**config.mk**
```make
export PLATFORM = sky130hd
export DESIGN_NAME = tcu_clkgate
export DESIGN_NICKNAME = d
export VERILOG_FILES = /design/src/rtl/tcu_clkgate_pkg.sv /design/src/rtl/tcu_src_sync.sv /design/src/rtl/tcu_chan.sv /design/src/rtl/tcu_clkgate.sv
export SDC_FILE = /design/constraint.sdc
export NUM_CORES = 1
export LEC_CHECK = 0
export BUFFER_PORTS_ARGS = -buffer_cell sky130_fd_sc_hd__buf_4
export CAP_MARGIN = 20
export CORE_ASPECT_RATIO = 1.1
export CORE_UTILIZATION = 25
export CTS_CLUSTER_SIZE = 8
export DETAILED_ROUTE_END_ITERATION = 8
export HOLD_SLACK_MARGIN = 0.08
export PLACE_DENSITY = 0.5
export SLEW_MARGIN = 20
export SYNTH_ARGS = -nofsm -noshare
export SYNTH_HDL_FRONTEND = slang
export SYNTH_SLANG_ARGS = --single-unit
export TNS_END_PERCENT = 20
```
**constraint.sdc**
```tcl
create_clock -name clk -period 3.2 [get_ports clk]
set_clock_uncertainty 0.2 [all_clocks]
set_input_delay 0.16 -clock clk [delete_from_list [all_inputs] [get_ports clk]]
set_output_delay 0.16 -clock clk [all_outputs]
set_load 0.01 [all_outputs]
```
**src/rtl/tcu_clkgate_pkg.sv**
```systemverilog
package tcu_clkgate_pkg;
  localparam int NGATE   = 17;
  localparam int OS_BIT  = 15;
  localparam int WDT_BIT = 16;
  localparam int NSRC    = 3;
  localparam int MAX_PS  = 5;
  localparam int CNT_W   = 2 * MAX_PS;

  localparam logic [5:0] A_STAT = 6'd0;
  localparam logic [5:0] A_SET  = 6'd1;
  localparam logic [5:0] A_CLR  = 6'd2;

  function automatic logic [NGATE-1:0] impl_mask(input int ntim, input bit has_os);
    logic [NGATE-1:0] m;
    m = '0;
    for (int i = 0; i < 8; i++) if (i < ntim) m[i] = 1'b1;
    m[OS_BIT]  = has_os;
    m[WDT_BIT] = 1'b1;
    return m;
  endfunction
endpackage

```
**src/rtl/tcu_src_sync.sv**
```systemverilog
module tcu_src_sync #(
  parameter int W = 3
) (
  input  logic         clk,
  input  logic         rst,
  input  logic [W-1:0] lvl_i,
  output logic [W-1:0] rise_o
);
  logic [W-1:0] s1_q, s2_q, s3_q;

  always_ff @(posedge clk) begin
    if (rst) begin
      s1_q <= '0;
      s2_q <= '0;
      s3_q <= '0;
    end else begin
      s1_q <= lvl_i;
      s2_q <= s1_q;
      s3_q <= s2_q;
    end
  end

  assign rise_o = s2_q & ~s3_q;

  p_rise_gap_r8: assert property (@(posedge clk) disable iff (rst)
    (rise_o != '0) |=> ((rise_o & $past(rise_o)) == '0));
endmodule

```
**src/rtl/tcu_chan.sv**
```systemverilog
module tcu_chan
  import tcu_clkgate_pkg::*;
#(
  parameter int CTRL_W = 16
) (
  input  logic              clk,
  input  logic              rst,
  input  logic              run_i,
  input  logic              wr_i,
  input  logic [CTRL_W-1:0] wdata_i,
  input  logic [NSRC-1:0]   rise_i,
  output logic [CTRL_W-1:0] ctrl_o,
  output logic              tick_o
);
  logic [CTRL_W-1:0] ctrl_q;
  logic [CNT_W-1:0]  cnt_q;
  logic              tick_q;
  logic              sel_rise;
  logic [2:0]        ps_eff;
  logic [CNT_W-1:0]  wrap_at;

  always_comb begin
    if (ctrl_q[0])      sel_rise = rise_i[0];
    else if (ctrl_q[1]) sel_rise = rise_i[1];
    else if (ctrl_q[2]) sel_rise = rise_i[2];
    else                sel_rise = 1'b0;
  end

  always_comb begin
    ps_eff  = (ctrl_q[5:3] > 3'(MAX_PS)) ? 3'(MAX_PS) : ctrl_q[5:3];
    wrap_at = CNT_W'((32'd1 << (2 * ps_eff)) - 32'd1);
  end

  always_ff @(posedge clk) begin
    if (rst) begin
      ctrl_q <= '0;
      cnt_q  <= '0;
      tick_q <= 1'b0;
    end else begin
      tick_q <= 1'b0;
      if (!run_i) begin
        cnt_q <= '0;
      end else if (wr_i) begin
        ctrl_q <= wdata_i;
        cnt_q  <= '0;
      end else if (sel_rise) begin
        if (cnt_q == wrap_at) begin
          cnt_q  <= '0;
          tick_q <= 1'b1;
        end else begin
          cnt_q <= cnt_q + 1'b1;
        end
      end
    end
  end

  assign ctrl_o = ctrl_q;
  assign tick_o = tick_q;

  p_tick_single_r8: assert property (@(posedge clk) disable iff (rst)
    tick_q |=> !tick_q);
  p_no_tick_stopped_r8: assert property (@(posedge clk) disable iff (rst)
    !run_i |=> !tick_q);
  p_ctrl_hold_r5: assert property (@(posedge clk) disable iff (rst)
    !run_i |=> $stable(ctrl_q));
  p_no_source_r6: assert property (@(posedge clk) disable iff (rst)
    (ctrl_q[2:0] == 3'b000) |=> !tick_q);
  p_cnt_bound_r7: assert property (@(posedge clk) disable iff (rst)
    cnt_q <= wrap_at);
  p_wr_restart_r9: assert property (@(posedge clk) disable iff (rst)
    (run_i && wr_i) |=> (cnt_q == '0 && !tick_q));
endmodule

```
**src/rtl/tcu_clkgate.sv**
```systemverilog
module tcu_clkgate
  import tcu_clkgate_pkg::*;
#(
  parameter int N_TIMERS = 8,
  parameter bit HAS_OS   = 1'b1,
  parameter int DATA_W   = 32,
  parameter int CTRL_W   = 16,
  parameter int ADDR_W   = 6
) (
  input  logic              clk,
  input  logic              rst,
  input  logic              wr_en_i,
  input  logic [ADDR_W-1:0] wr_addr_i,
  input  logic [DATA_W-1:0] wr_data_i,
  input  logic [ADDR_W-1:0] rd_addr_i,
  output logic [DATA_W-1:0] rd_data_o,
  input  logic [NSRC-1:0]   src_i,
  output logic [NGATE-1:0]  tick_o
);
  localparam logic [NGATE-1:0] MASK = impl_mask(N_TIMERS, HAS_OS);
  localparam int NSLOT = 32;

  logic [NGATE-1:0]  stop_q;
  logic [NGATE-1:0]  wbits;
  logic [NSRC-1:0]   rise;
  logic [CTRL_W-1:0] ctrl_all [NSLOT];
  logic              ctrl_wr;

  assign wbits   = wr_data_i[NGATE-1:0] & MASK;
  assign ctrl_wr = wr_en_i && wr_addr_i[5];

  tcu_src_sync #(.W(NSRC)) u_sync (
    .clk    (clk),
    .rst    (rst),
    .lvl_i  (src_i),
    .rise_o (rise)
  );

  always_ff @(posedge clk) begin
    if (rst) begin
      stop_q <= MASK;
    end else if (wr_en_i && wr_addr_i == A_SET) begin
      stop_q <= stop_q | wbits;
    end else if (wr_en_i && wr_addr_i == A_CLR) begin
      stop_q <= stop_q & ~wbits;
    end
  end

  for (genvar b = 0; b < NSLOT; b++) begin : g_slot
    if (b < NGATE && MASK[b % NGATE]) begin : g_chan
      logic tk;
      tcu_chan #(.CTRL_W(CTRL_W)) u_chan (
        .clk     (clk),
        .rst     (rst),
        .run_i   (!stop_q[b]),
        .wr_i    (ctrl_wr && wr_addr_i[4:0] == 5'(b)),
        .wdata_i (wr_data_i[CTRL_W-1:0]),
        .rise_i  (rise),
        .ctrl_o  (ctrl_all[b]),
        .tick_o  (tk)
      );
      assign tick_o[b] = tk;
    end else begin : g_none
      assign ctrl_all[b] = '0;
      if (b < NGATE) begin : g_tie
        assign tick_o[b] = 1'b0;
      end
    end
  end

  always_ff @(posedge clk) begin
    if (rst) begin
      rd_data_o <= '0;
    end else if (rd_addr_i == A_STAT) begin
      rd_data_o <= DATA_W'(stop_q);
    end else if (rd_addr_i[5]) begin
      rd_data_o <= DATA_W'(ctrl_all[rd_addr_i[4:0]]);
    end else begin
      rd_data_o <= '0;
    end
  end

  p_set_r3: assert property (@(posedge clk) disable iff (rst)
    (wr_en_i && wr_addr_i == A_SET) |=>
      ((stop_q & $past(wbits)) == $past(wbits)) &&
      ((stop_q & ~$past(wbits)) == ($past(stop_q) & ~$past(wbits))));
  p_clear_r2: assert property (@(posedge clk) disable iff (rst)
    (wr_en_i && wr_addr_i == A_CLR) |=>
      ((stop_q & $past(wbits)) == '0) &&
      ((stop_q & ~$past(wbits)) == ($past(stop_q) & ~$past(wbits))));
  p_unimpl_r4: assert property (@(posedge clk) disable iff (rst)
    ((stop_q & ~MASK) == '0) && ((tick_o & ~MASK) == '0));
endmodule

```
**Word-level counts from Yosys, hierarchy flattened**

Index checks and enable logic that the tools add are counted.

- Latch bits: 0
- Word-level logic and storage cells: 238
- Flip-flop bits (word level): 328
- Output and inout bits: 49
- Memory bits (read-only): 0
- RAM bits: 0
- Memories: 0
- Bits of input ports: 50

- Shift-type cells: 10
- Divide/modulo/power cells: 0
- Multiply operators: 0
- Mux-type cells: 67
- Equality and inequality tests: 21
- Order comparisons: 11
- Reductions and logical operators: 47
- Add/subtract/negate cells: 20
- Bitwise operators: 26

Operator list:

| kind | number |
|---|---|
| $add 10x1->10 const B | 10 |
| $eq 10x10->1 | 10 |
| $mux 10 | 10 |
| $shl 1x4->10 const A | 10 |
| $sub 10x1->10 const B | 10 |
| $bmux 16 s5 | 1 |
| $mux 17 | 3 |
| $mux 16 | 3 |
| $mux 1 | 40 |
| $reduce_or 4->1 | 10 |
| $gt 3x3->1 const B | 10 |
| $mux 3 | 10 |
| $reduce_or 3->1 | 10 |
| $eq 5x3->1 const B | 4 |
| $not 1->1 | 20 |
| $reduce_and 2->1 | 10 |
| $and 17x17->17 | 1 |
| $not 17->17 | 1 |
| $or 17x17->17 | 1 |
| $logic_and 1x1->1 | 13 |
| $eq 5x2->1 const B | 2 |
| $eq 6x1->1 const B | 1 |
| $eq 6x2->1 const B | 1 |
| $ge 6x6->1 const B | 1 |
| 10 further kinds | 10 |

**Longest topological paths before layout**

- Depth in word-level cells: 7
- Depth in mapped cells: 10
- Mapped depth without buffers: 8

**By module**

A second synthesis with hierarchy kept.

- Cells, all modules: 1833
- Area total of the unflattened synthesis: 15127.0 um^2

By module, submodules not included:

| module | cells each | sequential area each (um^2) | instances | area each (um^2) |
|---|---|---|---|---|
| tcu_chan (g_slot[0].g_chan.u_chan ...) | 151 | 540.5 | 9 | 1229.9 |
| tcu_clkgate | 310 | 540.5 | 1 | 2633.8 |
| tcu_chan (g_slot[7].g_chan.u_chan) | 143 | 540.5 | 1 | 1168.6 |
| tcu_src_sync | 21 | 180.2 | 1 | 255.2 |

**Worst setup path after synthesis**

OpenSTA, ideal clock, no wires.

- Kind: register to register
- Start point: register g_slot[15].g_chan.u_chan.ctrl_q[3]
- End point: register g_slot[15].g_chan.u_chan.cnt_q[0]
- Arrival: 2.196 ns
- Library setup time: 0.117 ns
- Setup slack: 0.687 ns
- Path buffers: 2
- Stages on the path, launching flop included: 10
- Cells stage by stage: dfxtp_1 -> clkbuf_1 -> or3_1 -> ha_1 -> xnor2_1 -> a211o_1 -> nor4_1 -> a31o_2 -> buf_2 -> nor2_1

- Cells in the longest elaborated chain, start to end: 6

RTL lines:

| item | line | RTL |
|---|---|---|
| start, declared | tcu_chan.sv:15 | `logic [CTRL_W-1:0] ctrl_q;` |
| start signal, assigned | tcu_chan.sv:44 | `ctrl_q <= wdata_i;` |
| $gt 3x3->1 | tcu_chan.sv:30 | `ps_eff = (ctrl_q[5:3] > 3'(MAX_PS)) ? 3'(MAX_PS) : ctrl_q[5:3];` |
| $mux 3 * | tcu_chan.sv:30 |  |
| $shl 1x4->10 * | tcu_chan.sv:31 | `wrap_at = CNT_W'((32'd1 << (2 * ps_eff)) - 32'd1);` |
| $sub 10x1->10 * | tcu_chan.sv:31 |  |
| $eq 10x10->1 * | tcu_chan.sv:47 | `if (cnt_q == wrap_at) begin` |
| $mux 10 * | tcu_chan.sv:47 |  |
| end signal, assigned | tcu_chan.sv:51 | `cnt_q <= cnt_q + 1'b1;` |
| end, declared | tcu_chan.sv:16 | `logic [CNT_W-1:0] cnt_q;` |

Mark *: on every way between the ends. The rest lies on a longest branch, timed or not.
A chain may end at the register's enable or synchronous reset.

==> metrics <==
Max-slew headroom 35.7%; Final Slew Violations 0; Final setup violation count 0; Clock Pin Slew Worst Setup and Hold Paths ~0.05 ns; RSZ-0062 raised after global routing false; clock sinks ~300; DR vias 12300; Wirelength per Cell ~16 µm; leading cell type in the layout, fill and taps excluded dfxtp_1; first-pass GRT wire length between 60 and 70 mm; Seq/Total Area, Yosys between 40% and 50%; Setup Fix Bufs, Post-CTS 0; Seq. cell area between 6000 and 7000 µm²; Nets ~1800; die height roughly 260 µm; die width 235 µm; FP Rows between 90 and 100; number of flops mapped to enable cells by yosys 0; PwrDens about 470 nW/µm²; Final Cycle Share between 90% and 100%; gr ovfl total 0; routed wire length 41.3 mm; deepest level of the CTS H-tree 2; # port buffers slightly above 60; placed cell count about 2400; Max clock buf depth 3; Sum Neg Setup Slack 0 ns; fmax about 330 MHz; status completed; final hold violations 0; fraction of layout cells with a size suffix above 1 around an eighth; worst-path fanout max 10; top cell type by total area after synthesis dfxtp_1; final std cells w/o fill 2507; Synth Area per Inst just under 9 µm²; CTS buffer count 44; area share of the leading cell type in the synthesized netlist about two fifths; Pleak roughly 6 nW; core outline area 58900 µm²; most frequent cells in the layout dfxtp_1 (306), nand2_1 (276), nor2_1 (195); # Max-Cap Violations 0; Initial Util 25.4%; critical path required time 3.43 ns; total track usage a little over an eighth; Die ar. between 60000 and 70000 µm²; Post-CTS Resized 0; synth warn 0; TritonCTS clock tree built; Multi-input gate area 8160 µm²; startpoint types input port; worst hold path class in2reg; Max VDD drop just over 0.0003 V; largest net degree at the start of global routing just over 70; First DRT Iteration DRCs a little under 700; critical path class in2reg; ys async rst share 0%; io pins roughly 100; Tmin final slightly above 3 ns; CP Capture Type register; filler cell count 6189; gate count of the mapped netlist approximately 1700; Area contributors post-synth dfxtp_1 (41%), nand2_1 (6.9%), mux2i_1 (6.2%); synthesis-to-finish area growth 16.8%; Pre-Repair DR Iteration Count 5; CTS root buf clkbuf_16; Primary FF master, synth dfxtp_1; post-synthesis register bit count about 310; Slew @ Worst Pin 0.958 ns; initial antenna violation count 7; DR DRC count 0; crit path DAT ~3.3 ns; post-synthesis cell type count 76; DRT antenna net count 0; DR vias/cell between 4 and 5; DP Wirelength roughly 29 mm; cell area after synthesis roughly 15000 µm²; vias in the first global route around 12000; Final GP Congestion between 0.8 and 0.9; Skew-Pair Late Insertion Delay approximately 0.55 ns
==> kinds of logic after synthesis <==
| family | synth area share, % |
|---|---|
| buf+inv | 5.09 |
| fa+ha+maj | 1.00 |
| mux | 11.1 |
| xor+xnor | 5.21 |
| flops | 41.0 |
| other cells | 0.0251 |
| compound gates | 14.2 |
| simple gates | 22.5 |
==> where the power goes <==
group | switching, W | internal [W] | leakage [nW]
Combinational | 0.000192 | 0.000104 | 2.84
Sequential | 0.00000589 | 0.00383 | 2.47
Clock | 0.00166 | 0.00249 | 0.576
==> through the flow <==
stage / utilization [%] / area (µm²) / hold slack (ns) / total power, W / setup slack (ns)
final: 29.7 / 17500 / 0.126 / 0.00828 / 0.178
after global routing: 29.7 / 17500 / 0.125 / 0.00859 / 0.138
after CTS: 29.7 / 17500 / 0.0959 / 0.00842 / 0.251
after detailed placement: 27.0 / 15900 / 0.213 / 0.00417 / 0.593
after global placement: 27.0 / 15900 / 0.208 / 0.00416 / 0.604
after floorplan: - / 15000 / 0.0882 / 0.00409 / 0.687
==> flip-flops by register name (all words and copies together) (netlist names), named ones only <==
signal,count
u_sync.s1_q,3
g_slot.g_chan.u_chan.tick_o,10
u_sync.s2_q,3
g_slot.g_chan.u_chan.cnt_q,100
u_sync.s3_q,3
g_slot.g_chan.u_chan.ctrl_o,160
rd_data_o,17
==> critical path, stage by stage <==
cell	delay, ns
dlygate4sd3_1	0.60
buf_4	0.17
or2_1	0.35
or4b_1	0.68
a21oi_4	0.34
nand2_1	0.09
a221o_1	0.29
dlygate4sd3_1	0.55
==> area by class of cell <==
| class | instances | share of cell area, % |
|---|---|---|
| multi-input combinational | 1258 | 46.7 |
| sequential | 306 | 35.1 |
| clock buffer | 47 | 6.55 |
| timing repair buffer | 125 | 5.97 |
| tap | 760 | 5.44 |
| inverter | 7 | 0.150 |
| clock inverter | 3 | 0.129 |
| antenna | 1 | 0.0143 |
==> cell usage after synthesis (4+ instances only) <==
| library cell | instances |
|---|---|
| a221oi_2 | 4 |
| a22oi_1 | 13 |
| buf_6 | 5 |
| and4_1 | 10 |
| o31ai_2 | 7 |
| nor3_1 | 21 |
| dfxtp_1 | 306 |
| a221o_1 | 14 |
| a21boi_0 | 4 |
| nor4_1 | 16 |
| a211o_1 | 6 |
| xor2_1 | 61 |
| buf_2 | 23 |
| nor4b_1 | 8 |
| mux2i_1 | 92 |
| or3_1 | 13 |
| ha_1 | 12 |
| o21ai_0 | 26 |
| nand4bb_1 | 4 |
| o221ai_1 | 10 |
| or2_2 | 9 |
| nand3_1 | 22 |
| nand2b_1 | 9 |
| nor2_1 | 195 |
| xnor2_1 | 28 |
| nand3b_1 | 7 |
| inv_1 | 7 |
| and3_1 | 19 |
| clkbuf_1 | 76 |
| nor3b_1 | 6 |
| nand4_1 | 25 |
| nand2_1 | 276 |
| a21oi_1 | 122 |
| nor2b_1 | 21 |
| mux4_2 | 32 |
| buf_4 | 35 |
| and2_1 | 19 |
| o2111ai_1 | 20 |
| o211ai_1 | 15 |
| buf_1 | 4 |
| o31ai_1 | 4 |
| nor3_2 | 5 |
| a211oi_1 | 26 |
| o21bai_1 | 4 |
==> path summary, 6_finish.rpt <==
path                                                         from                                                to  slack [ns]  depth (start not counted)
setup reg to reg  g_slot[16].g_chan.u_chan.ctrl_o[3]$_SDFFE_PP0P_    g_slot[16].g_chan.u_chan.cnt_q[7]$_SDFFE_PP0P_        0.58                          7
hold reg to reg                         u_sync.s1_q[1]$_SDFF_PP0_                         u_sync.s2_q[1]$_SDFF_PP0_        0.22                          1
setup / recovery                                     wr_addr_i[2]                                          register        0.18                          8
hold / removal                                            wr_en_i  g_slot[15].g_chan.u_chan.ctrl_o[15]$_SDFFE_PP0P_        0.13                          6
==> per-layer routing <==
layer,vias up,part of all wire (%),GRT usage [%]
met4,12,2.0,3.65
li1,6005,-,-
met3,65,5.1,2.92
met5,-,0.17,0
met1,5995,46,17.4
met2,239,46,22.3
==> repair_timing <==
item / CTS / global route
hold endpoints to repair: 209 / 0
hold buffers: 40 / 0
setup endpoints to repair: 0 / 0
No activity file was read; power rests on OpenSTA's default activity.
